[src/rtl/pktgen_pkg.sv]
// Shared types and helpers for the test frame burst generator.
// Assumes frames are laid out big-endian: first byte in the top lane.
package pktgen_pkg;

    typedef enum logic [1:0] {
        GS_IDLE = 2'd0,
        GS_SEND = 2'd1,
        GS_GAP  = 2'd2
    } gen_state_e;

    localparam logic [1:0] LM_FIXED = 2'b01;
    localparam logic [1:0] LM_STEP  = 2'b10;
    localparam int unsigned HDR_BYTES = 14;

    // Byte value at frame position p: header fields, then counting payload.
    function automatic logic [7:0] frame_byte(
        input logic [31:0]  p,
        input logic [95:0]  macs,
        input logic [15:0]  flen
    );
        logic [111:0] hdr;
        logic [111:0] sh;
        logic [31:0]  q;
        hdr = {macs, flen};
        sh  = '0;
        q   = p - HDR_BYTES;
        if (p < HDR_BYTES) begin
            sh = hdr >> (8 * (HDR_BYTES - 1 - p));
            return sh[7:0];
        end
        return q[7:0];
    endfunction

endpackage

[src/rtl/pkt_len_step.sv]
// Frame length source. Fixed mode returns the size input; stepping mode
// walks size, 2*size, ... and restarts at size past the ceiling.
// Assumes 'advance' pulses once per launched frame; output is floored.
module pkt_len_step #(
    parameter int LEN_W   = 14,
    parameter int MIN_LEN = 64
) (
    input  logic             clk,
    input  logic             rst_n,
    input  logic             soft_rst,
    input  logic             step_mode,
    input  logic [LEN_W-1:0] size,
    input  logic [LEN_W-1:0] ceiling,
    input  logic             advance,
    output logic [LEN_W-1:0] len_o
);
    logic [LEN_W:0] acc;
    logic [LEN_W:0] cur;
    logic [LEN_W:0] nxt;
    logic [LEN_W:0] raw;

    // Current and next raw lengths; acc==0 means first frame of the burst.
    always_comb begin
        cur   = (acc == '0) ? {1'b0, size} : acc;
        nxt   = cur + {1'b0, size};
        raw   = step_mode ? cur : {1'b0, size};
        len_o = (raw < (LEN_W+1)'(MIN_LEN)) ? LEN_W'(MIN_LEN) : raw[LEN_W-1:0];
    end

    // Stepping accumulator, advanced on each launch.
    always_ff @(posedge clk) begin
        if (!rst_n || soft_rst) begin
            acc <= '0;
        end else if (advance && step_mode) begin
            acc <= (nxt > {1'b0, ceiling}) ? {1'b0, size} : nxt;
        end
    end
endmodule

[src/rtl/pkt_gap_src.sv]
// Pseudo-random gap source: 16-bit Fibonacci LFSR, shift left,
// feedback b15^b13^b12^b10. Assumes 'step' pulses once per frame end.
module pkt_gap_src #(
    parameter int          GAP_W = 8,
    parameter logic [15:0] SEED  = 16'hACE1
) (
    input  logic             clk,
    input  logic             rst_n,
    input  logic             soft_rst,
    input  logic             step,
    output logic [GAP_W-1:0] rand_o
);
    logic [15:0] lfsr;

    assign rand_o = lfsr[GAP_W-1:0];

    // LFSR register, reseeded by either reset.
    always_ff @(posedge clk) begin
        if (!rst_n || soft_rst) begin
            lfsr <= SEED;
        end else if (step) begin
            lfsr <= {lfsr[14:0], lfsr[15] ^ lfsr[13] ^ lfsr[12] ^ lfsr[10]};
        end
    end
endmodule

[src/rtl/pkt_beat_fmt.sv]
// Combinational beat formatter: maps beat index and frame length to the
// bytes of that beat. Assumes first byte of a beat in the top lane.
module pkt_beat_fmt
    import pktgen_pkg::*;
#(
    parameter int BYTES  = 8,
    parameter int LEN_W  = 14,
    parameter int BEAT_W = 12
) (
    input  logic [BEAT_W-1:0]  beat,
    input  logic [LEN_W-1:0]   flen,
    input  logic [47:0]        dst,
    input  logic [47:0]        src,
    output logic [8*BYTES-1:0] data
);
    for (genvar j = 0; j < BYTES; j++) begin : g_lane
        logic [31:0] pos;
        // Frame position of this lane, then its byte value.
        always_comb begin
            pos = 32'(beat) * BYTES + j;
            data[8*(BYTES-1-j) +: 8] = frame_byte(pos, {dst, src}, 16'(flen));
        end
    end
endmodule

[src/rtl/pkt_burst_gen.sv]
// Test frame burst generator top. Sequences frames of the selected
// length, inserts fixed or pseudo-random gaps and stops after the
// programmed count. Assumes configuration is steady during a burst.
module pkt_burst_gen
    import pktgen_pkg::*;
#(
    parameter int          DATA_W    = 64,
    parameter int          EMPTY_W   = $clog2(DATA_W/8),
    parameter int          LEN_W     = 14,
    parameter int          GAP_W     = 8,
    parameter int          CNT_W     = 32,
    parameter int          MIN_LEN   = 64,
    parameter logic [15:0] LFSR_SEED = 16'hACE1
) (
    input  logic               clk,
    input  logic               rst_n,
    input  logic               soft_rst,
    input  logic               tx_en,
    input  logic [1:0]         len_mode,
    input  logic [LEN_W-1:0]   len_size,
    input  logic [LEN_W-1:0]   len_ceiling,
    input  logic               gap_fixed,
    input  logic [GAP_W-1:0]   gap_cycles,
    input  logic [CNT_W-1:0]   pkt_count,
    input  logic [47:0]        dst_mac,
    input  logic [47:0]        src_mac,
    input  logic               out_ready,
    output logic               out_valid,
    output logic               out_sop,
    output logic               out_eop,
    output logic [EMPTY_W-1:0] out_empty,
    output logic [DATA_W-1:0]  out_data
);
    localparam int BYTES  = DATA_W / 8;
    localparam int BEAT_W = LEN_W - EMPTY_W + 1;

    gen_state_e       state;
    logic [BEAT_W-1:0] beat;
    logic [LEN_W-1:0] frame_len;
    logic [CNT_W-1:0] sent;
    logic [GAP_W-1:0] gap_cnt;

    logic              mode_ok, accept, last, frame_end;
    logic              go_now, go_after, launch;
    logic [CNT_W-1:0]  sent_inc;
    logic [LEN_W-1:0]  len_now;
    logic [GAP_W-1:0]  rand_gap, gap_val;
    logic [BEAT_W-1:0] last_beat;

    // Launch decisions and handshake terms.
    always_comb begin
        mode_ok   = (len_mode == LM_FIXED) || (len_mode == LM_STEP);
        last_beat = BEAT_W'((frame_len - 1'b1) >> EMPTY_W);
        last      = (beat == last_beat);
        accept    = out_valid && out_ready;
        frame_end = accept && last;
        sent_inc  = sent + 1'b1;
        gap_val   = gap_fixed ? gap_cycles : rand_gap;
        go_now    = tx_en && mode_ok && (sent < pkt_count);
        go_after  = tx_en && mode_ok && (sent_inc < pkt_count);
        launch    = ((state == GS_IDLE) && go_now)
                 || ((state == GS_GAP) && (gap_cnt == GAP_W'(1)) && go_now)
                 || ((state == GS_SEND) && frame_end && (gap_val == '0) && go_after);
    end

    pkt_len_step #(.LEN_W(LEN_W), .MIN_LEN(MIN_LEN)) u_len (
        .clk      (clk),
        .rst_n    (rst_n),
        .soft_rst (soft_rst),
        .step_mode(len_mode == LM_STEP),
        .size     (len_size),
        .ceiling  (len_ceiling),
        .advance  (launch),
        .len_o    (len_now)
    );

    pkt_gap_src #(.GAP_W(GAP_W), .SEED(LFSR_SEED)) u_gap (
        .clk     (clk),
        .rst_n   (rst_n),
        .soft_rst(soft_rst),
        .step    (frame_end),
        .rand_o  (rand_gap)
    );

    pkt_beat_fmt #(.BYTES(BYTES), .LEN_W(LEN_W), .BEAT_W(BEAT_W)) u_fmt (
        .beat(beat),
        .flen(frame_len),
        .dst (dst_mac),
        .src (src_mac),
        .data(out_data)
    );

    // Burst sequencer: idle, sending beats, or counting gap cycles.
    always_ff @(posedge clk) begin
        if (!rst_n || soft_rst) begin
            state     <= GS_IDLE;
            beat      <= '0;
            frame_len <= '0;
            sent      <= '0;
            gap_cnt   <= '0;
        end else begin
            if (launch) begin
                state     <= GS_SEND;
                beat      <= '0;
                frame_len <= len_now;
            end
            case (state)
                GS_SEND: begin
                    if (accept && !last) begin
                        beat <= beat + 1'b1;
                    end else if (frame_end) begin
                        sent <= sent_inc;
                        if (!launch) begin
                            if ((gap_val != '0) && go_after) begin
                                state   <= GS_GAP;
                                gap_cnt <= gap_val;
                            end else begin
                                state <= GS_IDLE;
                            end
                        end
                    end
                end
                GS_GAP: begin
                    gap_cnt <= gap_cnt - 1'b1;
                    if ((gap_cnt == GAP_W'(1)) && !launch) begin
                        state <= GS_IDLE;
                    end
                end
                default: ;
            endcase
        end
    end

    // Stream framing outputs, all derived from held state.
    always_comb begin
        out_valid = (state == GS_SEND);
        out_sop   = out_valid && (beat == '0);
        out_eop   = out_valid && last;
        out_empty = out_eop ? EMPTY_W'(BYTES - int'(frame_len[EMPTY_W-1:0])) : '0;
    end
endmodule

[config.mk]
export PLATFORM = sky130hd
export DESIGN_NAME = pkt_burst_gen
export DESIGN_NICKNAME = d
export VERILOG_FILES = /design/src/rtl/pktgen_pkg.sv /design/src/rtl/pkt_len_step.sv /design/src/rtl/pkt_gap_src.sv /design/src/rtl/pkt_beat_fmt.sv /design/src/rtl/pkt_burst_gen.sv
export SDC_FILE = /design/constraint.sdc
export NUM_CORES = 1
export LEC_CHECK = 0
export CAP_MARGIN = 40
export CORE_MARGIN = 1.5
export CORE_UTILIZATION = 25
export CTS_CLUSTER_SIZE = 10
export DETAILED_ROUTE_END_ITERATION = 12
export DONT_BUFFER_PORTS = 1
export PLACE_DENSITY = 0.39
export SLEW_MARGIN = 20
export SYNTH_ARGS = -nofsm -noshare
export SYNTH_HDL_FRONTEND = slang
export SYNTH_SLANG_ARGS = --single-unit
export TNS_END_PERCENT = 10
[constraint.sdc]
create_clock -name clk -period 14.8 [get_ports clk]
set_input_delay 2.96 -clock clk [delete_from_list [all_inputs] [get_ports clk]]
set_output_delay 2.96 -clock clk [all_outputs]
set_load 0.05 [all_outputs]
==> Word-level counts from Yosys, hierarchy flattened <==
Index checks and enable logic that the tools add are counted.
{ "totals": {"input_bits": 172, "output_inout_bits": 70, "wordCells": 147, "register_bits": 99} }
{ "classes": {"add_sub_neg": 29, "eq_ne": 10, "bitwise": 4, "shift": 8, "n_lt_le_gt_ge": 12, "muxes": 45, "n_reduce_logical": 32} }
{ "ops": {"columns": ["operator", "n"], "rows": [
  ["$shr 112x32->8", 8],
  ["$mux 8", 21],
  ["$sub 4x16->17 const A", 7],
  ["$lt 16x4->1 const B", 7],
  ["$add 15x3->16 const B", 4],
  ["$lt 32x32->1", 2],
  ["$sub 8x4->8 const B", 8],
  ["$mux 15", 3],
  ["$mux 12", 3],
  ["$add 15x2->16 const B", 2],
  ["$add 32x1->32 const B", 1],
  ["$logic_and 1x1->1", 17],
  ["$add 15x1->16 const B", 1],
  ["$pmux 8 s2", 1],
  ["$sub 4x15->16 const A", 1],
  ["$add 15x14->15", 1],
  ["$gt 15x14->1", 1],
  ["$logic_not 15->1", 1],
  ["$lt 15x4->1 const B", 1],
  ["$lt 15x7->1 const B", 1],
  ["$mux 14", 1],
  ["$sub 14x1->14 const B", 1],
  ["$add 12x1->12 const B", 1],
  ["$eq 12x11->1", 1],
  ["22 further kinds", 45]
]} }

==> Depth between registers and ports, before layout <==
{ "logic_depth": {"word_depth": 12, "mapped_depth": 23, "depth_no_buf": 21} }

==> Modules after synthesis <==
From an unflattened synthesis, not the netlist that was laid out.
{ "unflattened": {"hier_cells": 1278, "area_unflattened_um2": 10082.2} }
{ "by_module_without_submodules": {"columns": ["mod", "cells_per_inst", "n_inst", "area_per_inst_um2"], "rows": [
  ["pkt_burst_gen", 740, 1, 5840.6],
  ["pkt_len_step", 287, 1, 2215.9],
  ["pkt_beat_fmt", 186, 1, 1353.8],
  ["pkt_gap_src", 65, 1, 671.9]
]} }

==> Worst setup path after synthesis <==
OpenSTA, ideal clock, no wires.
{ "synth_timing": {"kind": "in2out", "start": "in src_mac[10]", "end": "out out_data[42]", "path_stages": 2, "slack_ns": 7.700, "t_arrival_ns": 4.140, "t_required_ns": 11.840, "cell_sequence": "a22oi_1 o21ai_0"} }
{ "synth_between": {"elab_chain_cells": 3} }
{ "synth_rtl": {"columns": ["element", "line_no", "text"], "rows": [
  ["from (decl)", "pkt_burst_gen.sv:26", "input logic [47:0] src_mac,"],
  ["$shr 112x32->8", "pktgen_pkg.sv:28", "sh = hdr >> (8 * (HDR_BYTES - 1 - p));"],
  ["$mux 8", "pktgen_pkg.sv:27", "if (p < HDR_BYTES) begin"],
  ["$mux 8", "pktgen_pkg.sv:31", "return q[7:0];"],
  ["to (decl)", "pkt_burst_gen.sv:32", "output logic [DATA_W-1:0] out_data"]
]} }
Every way passes these cells. The select of a mux whose other input is x is not followed.

==> Worst setup path after layout <==
{ "layout_timing": {"start": "reg beat[8]", "end": "out out_data[24]"} }
{ "layout_between": {"elab_chain_cells": 5} }
{ "layout_rtl": {"columns": ["element", "line_no", "text"], "rows": [
  ["from (decl)", "pkt_burst_gen.sv:38", "logic [BEAT_W-1:0] beat;"],
  ["from (signal assigned)", "pkt_burst_gen.sv:110", "beat <= beat + 1'b1;"],
  ["$add 15x3->16 (*)", "pkt_beat_fmt.sv:20", "pos = 32'(beat) * BYTES + j;"],
  ["$sub 4x16->17", "pktgen_pkg.sv:28", null],
  ["$shr 112x32->8", "pktgen_pkg.sv:28", null],
  ["$mux 8", "pktgen_pkg.sv:27", null],
  ["$mux 8 (*)", "pktgen_pkg.sv:31", null]
]} }
Every way passes the cells marked *; elsewhere a longest branch is shown, timed or not. The select of a mux whose other input is x is not followed.

==> qor.yml <==
outcome:
  outcome: "complete, no violations"
power_and_ir_drop:
  ir_drop_v: 0.0000542
  clkPwrFrac_pct: 32.9
  net-switching-power_w: 0.000298
  combPwrFrac_pct: 33.7
  p_per_area_nw_per_um2: 75.0
  p_leak_nw: 4.62
  internal_power_w: 0.000517
  switching_share_pct: 36.6
  pwr-share-seq_pct: 33.3
timing:
  rsz0062_at_grt: "no"
  finalSetupViolations: 0
  period_minus_slack_ns: 7.23
  drv_slew: 0
  skew_ns: 0.0102
  max_freq_ghz: 0.138
  layout_setup_ws_ns: 7.57
  finalCritPeriodShare_pct: 48.8
  hold_viol: 0
  worstMarginPinSlew_ns: 0.891
  slew-limit-headroom_pct: 40.3
  tns_ns: 0
worst_setup_path:
  worstPathRequired_ns: 11.84
  path_delay_family: "simple AND/OR/NAND/NOR gates"
  cp_num_buf_inv: 0
  crit_path_cell_trace: "or2_2, nor4_1, nor4b_2, and3b_1, nand2_1, nor2_1"
  worstPathArrival_ns: 4.27
  critical_path_class: "flip-flop to output pin"
  worstPathMaxFanout: 26
  crit_path_start_kind: "flip-flop"
  cpPeakStageDelay_ns: 0.90
  cp_slowest_cell: "nor2_1"
  endpoint_kind: "output pin"
floorplan:
  die-area_sq_um: 39900
  die_h_um: 200
  core.rowCount: 71
  start_util_pct: 25.5
  die_x_um: 200
  io_pins: 242
  core_sq_um: 37900
cells_and_area:
  fin_area_sq_um: 10900
  fin_cells: 1806
  n_fill_cell: 4200
  final_core_util_pct: 28.7
  antenna_cells: 0
  drive_gt1_share_pct: 9.27
  multi_input_area_sq_um: 7180
  area_delta_synth_final_pct: 12.3
  layout.nets: 1565
  register_area_sq_um: 1980
clock_network:
  clock_latency_ns: 0.36
  clock_path_buffers: 2
  holdBufCountCts: 0
  cts_sinks: 99
  htreeDepth: 3
  clk_pin_slew_worst_paths_ns: 0.07
  cts_resized: 0
  cts_setup_buffers: 0
  cts_tree: "yes"
  cts_buffers: 9
  cts-root-buf: "clkbuf_16"
synth:
  seq_area_frac_synth_pct: 20.5
  synth.most_common_cell: "nand2_1"
  synth_common_cells: "nand2_1 (138), ha_1 (102), dfxtp_1 (99), nor2_1 (85), o21ai_0 (81)"
  synth_simple_gate_area_share_pct: 25.6
  synth_area_leaders: "dfxtp_1 (20%), ha_1 (13%), nand2_1 (5.3%), xnor2_1 (5.2%), mux2i_1 (4.3%)"
  synthCells: 1290
  synth_top_area_share_pct: 20.5
  synthAdderAreaFrac_pct: 13.4
  synth_ff_type: "dfxtp_1"
  ys_types: 79
  ys_warn_count: 0
  synth_nets: 1565
  synthMuxAreaShare_pct: 5.27
  synth_top_family_by_area: "simple AND/OR/NAND/NOR gates"
  synth_top_cell_by_area: "dfxtp_1"
  ys_ff_latch: 99
  synth_compound_area_share_pct: 21.3
  syn_avg_cell_area_sq_um: 7.51
  synthXorXnorAreaFrac_pct: 8.28
  synthArstFlopShare_pct: 0
  netlist_area_sq_um: 9690
  synth_edf_count: 0
placement:
  hpwl_um: 25900
  placed_cell_area_sq_um: 10500
  post-place-ws_ns: 7.89
  gp_congestion: 0.815
  numPortBuffers: 0
  placed_cells: 1788
drt:
  ant_nets: 0
  drtIter0Drc: 452
  dr_total_vias: 9324
  drc: 0
  wire_per_inst_um: 18.2
  drt_pass1_iterations: 5
  vias_per_cell: 5.16
  totalWireLength_um: 32900
hold_path:
  hold_class: "flip-flop to flip-flop"
run:
  drv_cap: 0
global_routing:
  grt-ovfl-total: 0
  globalRouteTotalUtil_pct: 16.1
  grt_antenna_before_repair: 1
  grt_pass1_wl_um: 50300
  grt_pass1_vias: 8588
  grt_max_degree: 69
flip-flops by register name, summed over array words and instances, names as in the netlist:
register,flops
beat,12
frame_len,14
sent,32
u_gap.lfsr,16
state,2
u_len.acc,15
gap_cnt,8
final cells by class:
class	count	share of cell area, %
Clock buffer	9	2.07
Clock inverter	7	0.932
Inverter	70	2.42
Multi-Input combinational cell	1048	66.0
Sequential cell	99	18.2
Tap cell	511	5.88
Timing Repair Buffer	62	4.50
stage by stage:
stage	hold WS [ns]	total power (W)
3_5_place_dp	0.451	0.000555
6_report	0.456	0.000816
4_1_cts	0.461	0.000827
3_3_place_gp	0.444	0.000547
5_1_grt	0.497	0.000869
2_1_floorplan	0.432	0.000487
worst paths after layout:
check	cells past startpoint	slack, ns	from	endpoint
worst max-delay path	6	7.57	beat[8]$_SDFF_PP0_	out_data[24]
worst min-delay path	2	0.46	u_gap.lfsr[11]$_SDFFE_PP1P_	u_gap.lfsr[12]$_SDFFE_PP0P_
worst max register to register	20	9.40	u_len.acc[14]$_SDFFE_PP0P_	u_len.acc[0]$_SDFFE_PP0P_
worst min register to register	2	0.46	u_gap.lfsr[11]$_SDFFE_PP1P_	u_gap.lfsr[12]$_SDFFE_PP0P_
tightest hold or removal path, stage by stage, from the launching register on:
cell	delay (ns)
dfxtp_1	0.31
nand2_1	0.05
a21oi_1	0.05
routing by layer:
metal  track usage (%)  vias to the layer above  share of wire, %
li1                  -                     4686                 -
met1              23.4                     4460                50
met2              25.1                      157                46
met3              2.05                       21               3.0
met4              3.31                        0              0.93
met5                 0                        -                 0
cell usage in the layout (no fill, tap or decap), types with 5 or more instances in the layout:
cell type | Yosys | layout
inv_1 | 69 | 69
a21oi_1 | 68 | 68
nand4_1 | 22 | 22
ha_1 | 102 | 102
nor3_1 | 51 | 48
mux2_2 | 8 | 8
nor2_1 | 85 | 84
nand2b_1 | 7 | 6
buf_4 | 1 | 59
o211ai_1 | 22 | 22
o22ai_1 | 5 | 5
nor2b_1 | 12 | 11
or2_2 | 14 | 14
a22o_1 | 5 | 5
xor2_1 | 32 | 32
dfxtp_1 | 99 | 98
and4_1 | 10 | 10
a211o_1 | 10 | 10
o21ai_0 | 81 | 46
a31oi_1 | 23 | 23
and3_1 | 16 | 16
nand2_1 | 138 | 138
or4_1 | 5 | 5
o21ai_1 | 0 | 35
a22oi_1 | 9 | 9
xnor2_1 | 57 | 57
o2bb2ai_1 | 6 | 6
a21o_1 | 34 | 34
clkbuf_16 | 0 | 9
and2_1 | 16 | 16
nand3_1 | 64 | 64
mux2i_1 | 42 | 42
nor4_1 | 15 | 15
or3_1 | 8 | 8
a211oi_1 | 11 | 11
cell families after synthesis:
family                     after synthesis
AOI/OAI and AO/OA                      317
xor gates and xnor gates                90
muxes                                   50
and+or+nand+nor                        488
adders and majority gates              103
DFF                                     99
buffers and inverters                  143
power groups by stage:
stage | clock (W) | combinational (W) | sequential, W
final | 0.000269 | 0.000275 | 0.000272
after global placement | 0 | 0.000268 | 0.000278
after detailed placement | 0 | 0.000277 | 0.000278
after floorplan | 0 | 0.000211 | 0.000276
after global routing | 0.000290 | 0.000307 | 0.000273
after CTS | 0.000278 | 0.000278 | 0.000272
Note: power is estimated with default switching activity, not from simulation.
